==> src/rtl/amap_pkg.sv <==
package amap_pkg;

    localparam int BUS_AW  = 18;
    localparam int PHYS_AW = 22;
    localparam int OFF_W   = 13;
    localparam int WORD_W  = 16;
    localparam logic [PHYS_AW-1:0] IO_BASE_DEF = 22'o17760000;

    typedef struct packed {
        logic              we;
        logic              byte_en;
        logic [1:0]        lane;
        logic [WORD_W-1:0] data;
    } wr_req_t;

    function automatic logic [31:0] field_mask(input logic byte_en, input logic [1:0] lane);
        if (byte_en)
            return 32'h0000_00FF << {lane, 3'b000};
        return 32'h0000_FFFF << {lane[1], 4'b0000};
    endfunction

endpackage

==> src/rtl/amap_store.sv <==
module amap_store
    import amap_pkg::*;
#(
    parameter int PG_W    = 5,
    parameter int N_ENT   = 32,
    parameter int PHYS_AW = 22
) (
    input  logic                            clk,
    input  logic                            rst,
    input  wr_req_t                         req,
    input  logic [PG_W-1:0]                 idx,
    output logic [N_ENT-1:0][PHYS_AW-1:0]   ent
);

    logic [31:0]        old_w, mask_w, data_w, new_w;
    logic [PHYS_AW-1:0] next_ent;

    always_comb begin
        old_w  = 32'(ent[idx]);
        mask_w = field_mask(req.byte_en, req.lane);
        if (req.byte_en)
            data_w = {24'b0, req.data[7:0]} << {req.lane, 3'b000};
        else
            data_w = {16'b0, req.data} << {req.lane[1], 4'b0000};
        new_w    = (old_w & ~mask_w) | (data_w & mask_w);
        next_ent = new_w[PHYS_AW-1:0] & ~PHYS_AW'(1);
    end

    for (genvar g = 0; g < N_ENT; g++) begin : g_ent
        always_ff @(posedge clk) begin
            if (rst)
                ent[g] <= '0;
            else if (req.we && (idx == PG_W'(g)))
                ent[g] <= next_ent;
        end
    end

endmodule

==> src/rtl/amap_rdmux.sv <==
module amap_rdmux #(
    parameter int PG_W    = 5,
    parameter int N_ENT   = 32,
    parameter int PHYS_AW = 22,
    parameter int WORD_W  = 16
) (
    input  logic [N_ENT-1:0][PHYS_AW-1:0] ent,
    input  logic [PG_W-1:0]               idx,
    input  logic                          hi_sel,
    output logic [WORD_W-1:0]             rdata
);

    localparam int HI_W = PHYS_AW - WORD_W;

    logic [PHYS_AW-1:0] sel;

    always_comb begin
        sel = ent[idx];
        if (hi_sel)
            rdata = WORD_W'(sel[PHYS_AW-1 -: HI_W]);
        else
            rdata = sel[WORD_W-1:0];
    end

endmodule

==> src/rtl/amap_xlate.sv <==
module amap_xlate #(
    parameter int PG_W    = 5,
    parameter int N_ENT   = 32,
    parameter int BUS_AW  = 18,
    parameter int OFF_W   = 13,
    parameter int PHYS_AW = 22,
    parameter logic [PHYS_AW-1:0] IO_BASE = 22'o17760000
) (
    input  logic [N_ENT-1:0][PHYS_AW-1:0] ent,
    input  logic [BUS_AW-1:0]             bus_addr,
    output logic [PHYS_AW-1:0]            phys_addr
);

    logic [PG_W-1:0]    page;
    logic [OFF_W-1:0]   offset;
    logic [PHYS_AW-1:0] base;

    always_comb begin
        page      = bus_addr[BUS_AW-1:OFF_W];
        offset    = bus_addr[OFF_W-1:0];
        base      = (page == PG_W'(N_ENT - 1)) ? IO_BASE : ent[page];
        phys_addr = base + PHYS_AW'(offset);
    end

endmodule

==> src/rtl/amap_regfile.sv <==
module amap_regfile
    import amap_pkg::*;
#(
    parameter int BUS_W   = amap_pkg::BUS_AW,
    parameter int PHYS_W  = amap_pkg::PHYS_AW,
    parameter int OFFS_W  = amap_pkg::OFF_W,
    parameter logic [PHYS_W-1:0] IO_BASE = amap_pkg::IO_BASE_DEF,
    localparam int PG_W   = BUS_W - OFFS_W,
    localparam int N_ENT  = 1 << PG_W,
    localparam int REG_AW = PG_W + 2
) (
    input  logic                 clk,
    input  logic                 rst,
    input  logic                 reg_we,
    input  logic                 reg_byte,
    input  logic [REG_AW-1:0]    reg_addr,
    input  logic [WORD_W-1:0]    reg_wdata,
    output logic [WORD_W-1:0]    reg_rdata,
    input  logic [BUS_W-1:0]     xl_bus_addr,
    output logic [PHYS_W-1:0]    xl_phys_addr
);

    logic [N_ENT-1:0][PHYS_W-1:0] ent;
    logic [PG_W-1:0]              idx;
    wr_req_t                      req;

    always_comb begin
        idx         = reg_addr[REG_AW-1:2];
        req.we      = reg_we;
        req.byte_en = reg_byte;
        req.lane    = reg_addr[1:0];
        req.data    = reg_wdata;
    end

    amap_store #(.PG_W(PG_W), .N_ENT(N_ENT), .PHYS_AW(PHYS_W)) u_store (
        .clk(clk), .rst(rst), .req(req), .idx(idx), .ent(ent)
    );

    amap_rdmux #(.PG_W(PG_W), .N_ENT(N_ENT), .PHYS_AW(PHYS_W), .WORD_W(WORD_W)) u_rd (
        .ent(ent), .idx(idx), .hi_sel(reg_addr[1]), .rdata(reg_rdata)
    );

    amap_xlate #(.PG_W(PG_W), .N_ENT(N_ENT), .BUS_AW(BUS_W), .OFF_W(OFFS_W),
                 .PHYS_AW(PHYS_W), .IO_BASE(IO_BASE)) u_xl (
        .ent(ent), .bus_addr(xl_bus_addr), .phys_addr(xl_phys_addr)
    );

endmodule

==> config.mk <==
export PLATFORM = sky130hd
export DESIGN_NAME = amap_regfile
export DESIGN_NICKNAME = d
export VERILOG_FILES = /design/src/rtl/amap_pkg.sv /design/src/rtl/amap_store.sv /design/src/rtl/amap_rdmux.sv /design/src/rtl/amap_xlate.sv /design/src/rtl/amap_regfile.sv
export SDC_FILE = /design/constraint.sdc
export NUM_CORES = 2
export LEC_CHECK = 0
export ABC_CLOCK_PERIOD_IN_PS = 6840
export BUFFER_PORTS_ARGS = -buffer_cell sky130_fd_sc_hd__buf_2
export CAP_MARGIN = 15
export CORE_MARGIN = 3
export CORE_UTILIZATION = 60
export CTS_BUF_LIST = sky130_fd_sc_hd__clkbuf_2
export DETAILED_ROUTE_END_ITERATION = 8
export PLACE_DENSITY = 0.83
export SYNTH_ARGS = -nofsm -noshare
export SYNTH_HDL_FRONTEND = slang
export SYNTH_HIERARCHICAL = 1
export SYNTH_SLANG_ARGS = --single-unit
==> constraint.sdc <==
create_clock -name clk -period 6.84 [get_ports clk]
set_clock_uncertainty 0.15 [all_clocks]
set_input_delay 0.342 -clock clk [delete_from_list [all_inputs] [get_ports clk]]
set_output_delay 0.342 -clock clk [all_outputs]
set_load 0.03 [all_outputs]
==> flow_summary.html <==
<table>
<tr><th>Metric</th><th>Value</th></tr>
<tr><th colspan="2">Timing</th></tr>
<tr><td>Max_slew headroom</td><td>-0.9675%</td></tr>
<tr><td>Final Hold Fails</td><td>0</td></tr>
<tr><td>Accumulated negative setup slack</td><td>0 ps</td></tr>
<tr><td>Share of the clock period used by the worst path after layout</td><td>88.43%</td></tr>
<tr><td>Worst slew pin tran</td><td>around 1500 ps</td></tr>
<tr><td>Fin crit period</td><td>6049 ps</td></tr>
<tr><td>Max-slew violations</td><td>17</td></tr>
<tr><td>Final Worst Setup Slack</td><td>just under 800 ps</td></tr>
<tr><td>Total setup violations reported at the end of the flow</td><td>0</td></tr>
<tr><td>Max Clk Rate</td><td>0.1653 GHz</td></tr>
<tr><td>Unrepaired setup endpoints after global routing</td><td>no</td></tr>
<tr><td>Worst hold margin</td><td>83.55 ps</td></tr>
<tr><th colspan="2">Final layout</th></tr>
<tr><td>Area used by multi-input combinational logic</td><td>25870 um^2</td></tr>
<tr><td>Area added between synthesis and finish</td><td>5.088%</td></tr>
<tr><td>Largest registers ranked by flip-flop count</td><td>u_store/ent: 672 flops</td></tr>
<tr><td>Share of post-route cells with drive strength above 1</td><td>26.43%</td></tr>
<tr><td>Most common cell after layout, fill and taps aside</td><td>dfxtp_1</td></tr>
<tr><td>Filler instances</td><td>5232</td></tr>
<tr><td>Commonest cells after routing, fill and taps aside</td><td>dfxtp_1 (672), mux4_2 (473), o21ai_0 (454), nand3b_1 (452), nor2_1 (270)</td></tr>
<tr><td>Largest register FFs</td><td>~670</td></tr>
<tr><td>Largest register by flop count</td><td>u_store/ent</td></tr>
<tr><td>Combined flip-flop and latch cell area</td><td>13450 um^2</td></tr>
<tr><td>Final design area excluding fillers</td><td>44090 um^2</td></tr>
<tr><td>Net count of the finished layout</td><td>3929</td></tr>
<tr><th colspan="2">Global route</th></tr>
<tr><td>Number of antenna violations at the first check in global routing</td><td>8</td></tr>
<tr><td>Most congested layer reported by global routing</td><td>met2</td></tr>
<tr><td>Met2 track demand over resource in global routing</td><td>between 50% and 60%</td></tr>
<tr><td>Met3 global-route usage</td><td>approximately 16%</td></tr>
<tr><td>All-Layer GR Usage</td><td>36.82%</td></tr>
<tr><td>Remaining global-route overflow</td><td>0</td></tr>
<tr><td>Pin count of the biggest net entering global routing</td><td>297</td></tr>
<tr><td>Met1 track demand over resource in global routing</td><td>47.76%</td></tr>
<tr><td>Wire length of the first global-routing pass</td><td>207200 um</td></tr>
<tr><td>Vias in the first global route</td><td>33974</td></tr>
<tr><th colspan="2">Clocking</th></tr>
<tr><td>Clock root buffer</td><td>clkbuf_2</td></tr>
<tr><td>TritonCTS clock tree</td><td>built</td></tr>
<tr><td>Clock buffer count from CTS</td><td>169</td></tr>
<tr><td>Count of hold buffers inserted by post-cts repair</td><td>42</td></tr>
<tr><td>H-tree lvl count</td><td>4</td></tr>
<tr><td>Clock Pin Slew Worst Setup and Hold Paths</td><td>100 ps</td></tr>
<tr><td>Number of post-CTS setup repair buffers</td><td>0</td></tr>
<tr><td>Maximum clock insertion buffer count</td><td>3</td></tr>
<tr><td>Later-pin clock latency in the skew report</td><td>1450 ps</td></tr>
<tr><td>CTS sink count</td><td>672</td></tr>
<tr><td>Cells resized by post-CTS repair</td><td>0</td></tr>
<tr><th colspan="2">Status</th></tr>
<tr><td>Violated checks</td><td>slew limit</td></tr>
<tr><td>Run status</td><td>complete, but fails checks</td></tr>
<tr><th colspan="2">Placed design</th></tr>
<tr><td>Placement Setup Slack</td><td>1300 ps</td></tr>
<tr><td>Half-perimeter wire length of the detailed placement result</td><td>~87000 um</td></tr>
<tr><td>Last weighted congestion value of the routability-driven placer</td><td>0.9493</td></tr>
<tr><td>Buffers added on ports</td><td>82</td></tr>
<tr><td>DP Area</td><td>41900 um^2</td></tr>
<tr><th colspan="2">Floorplan</th></tr>
<tr><td>FP Rows</td><td>96</td></tr>
<tr><td>Core area</td><td>slightly below 70000 um^2</td></tr>
<tr><td>Die ar.</td><td>73130 um^2</td></tr>
<tr><td>Effective utilization at floorplan</td><td>60.85%</td></tr>
<tr><td>Die X</td><td>270.4 um</td></tr>
<tr><td>Die height</td><td>270.4 um</td></tr>
<tr><td>Total I/O pin count</td><td>83</td></tr>
<tr><th colspan="2">Setup path</th></tr>
<tr><td>Worst Path Required</td><td>6350 ps</td></tr>
<tr><td>Critical path endpoint category</td><td>output port</td></tr>
<tr><td>Critical path fanouts, max</td><td>4</td></tr>
<tr><td>Critical path class</td><td>reg2out</td></tr>
<tr><td>Slowest library cell on the worst path</td><td>mux4_2</td></tr>
<tr><td>Reg2Reg Depth</td><td>7</td></tr>
<tr><td>Worst Path Buf+Inv</td><td>1</td></tr>
<tr><td>Critical path data arrival time</td><td>5560 ps</td></tr>
<tr><td>CP peak stage delay</td><td>560 ps</td></tr>
<tr><td>Type of origin of the critical path</td><td>flip-flop</td></tr>
<tr><td>Reg-to-reg setup timing slack</td><td>about 3300 ps</td></tr>
<tr><td>Crit path cell chain</td><td>mux4_2 &gt; mux4_2 &gt; mux2i_1 &gt; nor2_1 &gt; ha_1 &gt; o21ai_0 &gt; nor2_1 &gt; o21ai_0 &gt; o21bai_1 &gt; a21bo_2 &gt; nor2b_1 &gt; nor2b_1 &gt; xnor2_1 &gt; buf_2</td></tr>
<tr><td>Number of gates on the worst path with buffers counted</td><td>14</td></tr>
<tr><td>Reg2reg start</td><td>u_store/ent[94]</td></tr>
<tr><td>Cell class contributing the biggest share of worst-path delay</td><td>multiplexers</td></tr>
<tr><td>Endpoint of the worst-slack reg-to-reg timing path</td><td>u_store/ent[402]</td></tr>
<tr><th colspan="2">Route</th></tr>
<tr><td>Vias per inst</td><td>~7.4</td></tr>
<tr><td>Detailed Routing Iterations Pass 1</td><td>8</td></tr>
<tr><td>Antenna violation net count after detailed routing</td><td>0</td></tr>
<tr><td>Drt drc</td><td>0</td></tr>
<tr><td>Final routed wirelength across all metal layers</td><td>138800 um</td></tr>
<tr><td>Number of DRC markers in iteration 0</td><td>between 5000 and 6000</td></tr>
<tr><td>Routed len/inst</td><td>approximately 28 um</td></tr>
<tr><td>Detailed-route via count</td><td>roughly 36000</td></tr>
<tr><th colspan="2">Synthesis</th></tr>
<tr><td>Post-synth EDFFs</td><td>0</td></tr>
<tr><td>Number of instances in the synthesized netlist</td><td>~3900</td></tr>
<tr><td>Post-synthesis sequential element count</td><td>between 600 and 700</td></tr>
<tr><td>Synth Cell Area</td><td>41950 um^2</td></tr>
<tr><td>Dominant register cell in the synthesized netlist</td><td>dfxtp_1</td></tr>
<tr><td>Fraction of registers with async set/reset</td><td>0%</td></tr>
<tr><td>Sequential element share of the synthesized area</td><td>32.07%</td></tr>
<tr><td>Avg Cell Area, Syn</td><td>10.74 um^2</td></tr>
<tr><td>Unique cell type count in the Yosys netlist</td><td>78</td></tr>
<tr><td>Ys Warns</td><td>6</td></tr>
<tr><th colspan="2">Worst hold path</th></tr>
<tr><td>Worst min-delay path class</td><td>in2reg</td></tr>
<tr><td>Hold-critical path endpoint</td><td>u_store/ent[504]</td></tr>
<tr><td>Min-delay src</td><td>reg_wdata[4]</td></tr>
<tr><td>Worst Hold Path Cells</td><td>5</td></tr>
<tr><th colspan="2">Pwr</th></tr>
<tr><td>Total power of the final layout</td><td>a little under 8 mW</td></tr>
<tr><td>Static leakage</td><td>15.01 nW</td></tr>
<tr><td>Max VDD drop</td><td>0.1460 mV</td></tr>
<tr><td>Total power density per cell area</td><td>roughly 180 nW/um^2</td></tr>
<tr><th colspan="2">Job</th></tr>
<tr><td>Max Cap Viol</td><td>0</td></tr>
</table>
Yosys cell counts, drive strengths merged, types with 3 or more instances:
cell	number	area [um^2]
nand2	131	491.7
clkbuf	274	1054
nor3	14	80.08
nor3b	34	255.2
o2111ai	3	26.28
o221a	5	56.30
o21ai	499	2610
o221ai	34	297.8
nand4b	6	52.55
a31oi	15	93.84
nor4	3	18.77
or3b	3	26.28
a32oi	7	61.31
ha	13	162.7
mux2i	132	1321
xnor2	11	96.34
mux2	43	484.2
a211o	23	201.4
nand3b	452	3393
nand3	30	150.1
and3	22	137.6
o22ai	16	100.1
a211oi	199	1494
a2111oi	10	97.59
nor2	271	1020
nor2b	28	175.2
o211ai	8	65.06
nand2b	9	56.30
a32o	9	90.09
a21oi	72	420.4
or3	3	18.77
xor2	6	52.55
a22oi	41	321.6
a22o	36	315.3
nand4	6	37.54
mux4	486	10990
a221oi	16	140.1
and2	11	68.82
inv	9	33.78
buf	219	1700
dfxtp	672	13450
a21o	3	22.52
layout make-up:
| class | count | area share (%) |
|---|---|---|
| Clock inverter | 37 | 0.4597 |
| Clock buffer | 245 | 2.781 |
| Timing Repair Buffer | 254 | 4.796 |
| Sequential cell | 672 | 30.51 |
| Tap cell | 931 | 2.642 |
| Inverter | 9 | 0.07662 |
| Antenna cell | 8 | 0.04541 |
| Multi-Input combinational cell | 2764 | 58.69 |
worst max path at each step:
| stage | startpoint | end | slack [ps] |
|---|---|---|---|
| after floorplan | xl_bus_addr[14] | xl_phys_addr[15] | 1860 |
| after global placement | xl_bus_addr[13] | xl_phys_addr[15] | 1380 |
| after detailed placement | xl_bus_addr[13] | xl_phys_addr[15] | 1300 |
| after CTS | u_store/ent[332] | xl_phys_addr[15] | 800 |
| after global routing | u_store/ent[91] | xl_phys_addr[15] | 560 |
| final | u_store/ent[332] | xl_phys_addr[15] | 790 |
per-layer routing:
| layer | vias to the layer above | wire length (um) |
|---|---|---|
| met5 | - | 23 |
| met4 | 4 | 9583 |
| met3 | 686 | 24530 |
| met2 | 3127 | 57000 |
| met1 | 17502 | 47680 |
| li1 | 15169 | - |
logic make-up (layout without fill, tap and decap cells):
| group | after synthesis | in the layout | synth area share (%) |
|---|---|---|---|
| AO/OA/AOI/OAI | 1008 | 1008 | 15.53 |
| flip-flops | 672 | 672 | 32.07 |
| buffers and inverters | 502 | 545 | 6.645 |
| AND/OR/NAND/NOR | 1032 | 1032 | 14.45 |
| XOR/XNOR | 17 | 17 | 0.3549 |
| multiplexers | 661 | 661 | 30.51 |
| adder cells (fa/ha/maj) | 14 | 14 | 0.4354 |
| other | 1 | 40 | 0.008938 |
per-stage QoR:
stage,util [%],instances
2_1_floorplan,-,3938
3_3_place_gp,60.77,4567
3_5_place_dp,60.77,4567
4_1_cts,63.47,4891
5_1_grt,63.94,4917
6_report,63.95,4920
power by group:
group          total, mW  internal, mW  switching, mW  leakage [nW]
Combinational       1.12         0.393          0.725          8.47
Clock               2.72          1.02           1.70          1.12
Sequential          3.97          3.94         0.0315          5.42
worst register-to-register path, stage by stage (launching register included):
cell           delay [ps]
dfxtp_1               350
mux4_2                480
a22oi_1               200
nand4b_1              390
a32oi_2               380
dlygate4sd3_1         760
o21ai_0               150
dlygate4sd3_1         570
No activity file was read; power rests on OpenSTA's default activity.
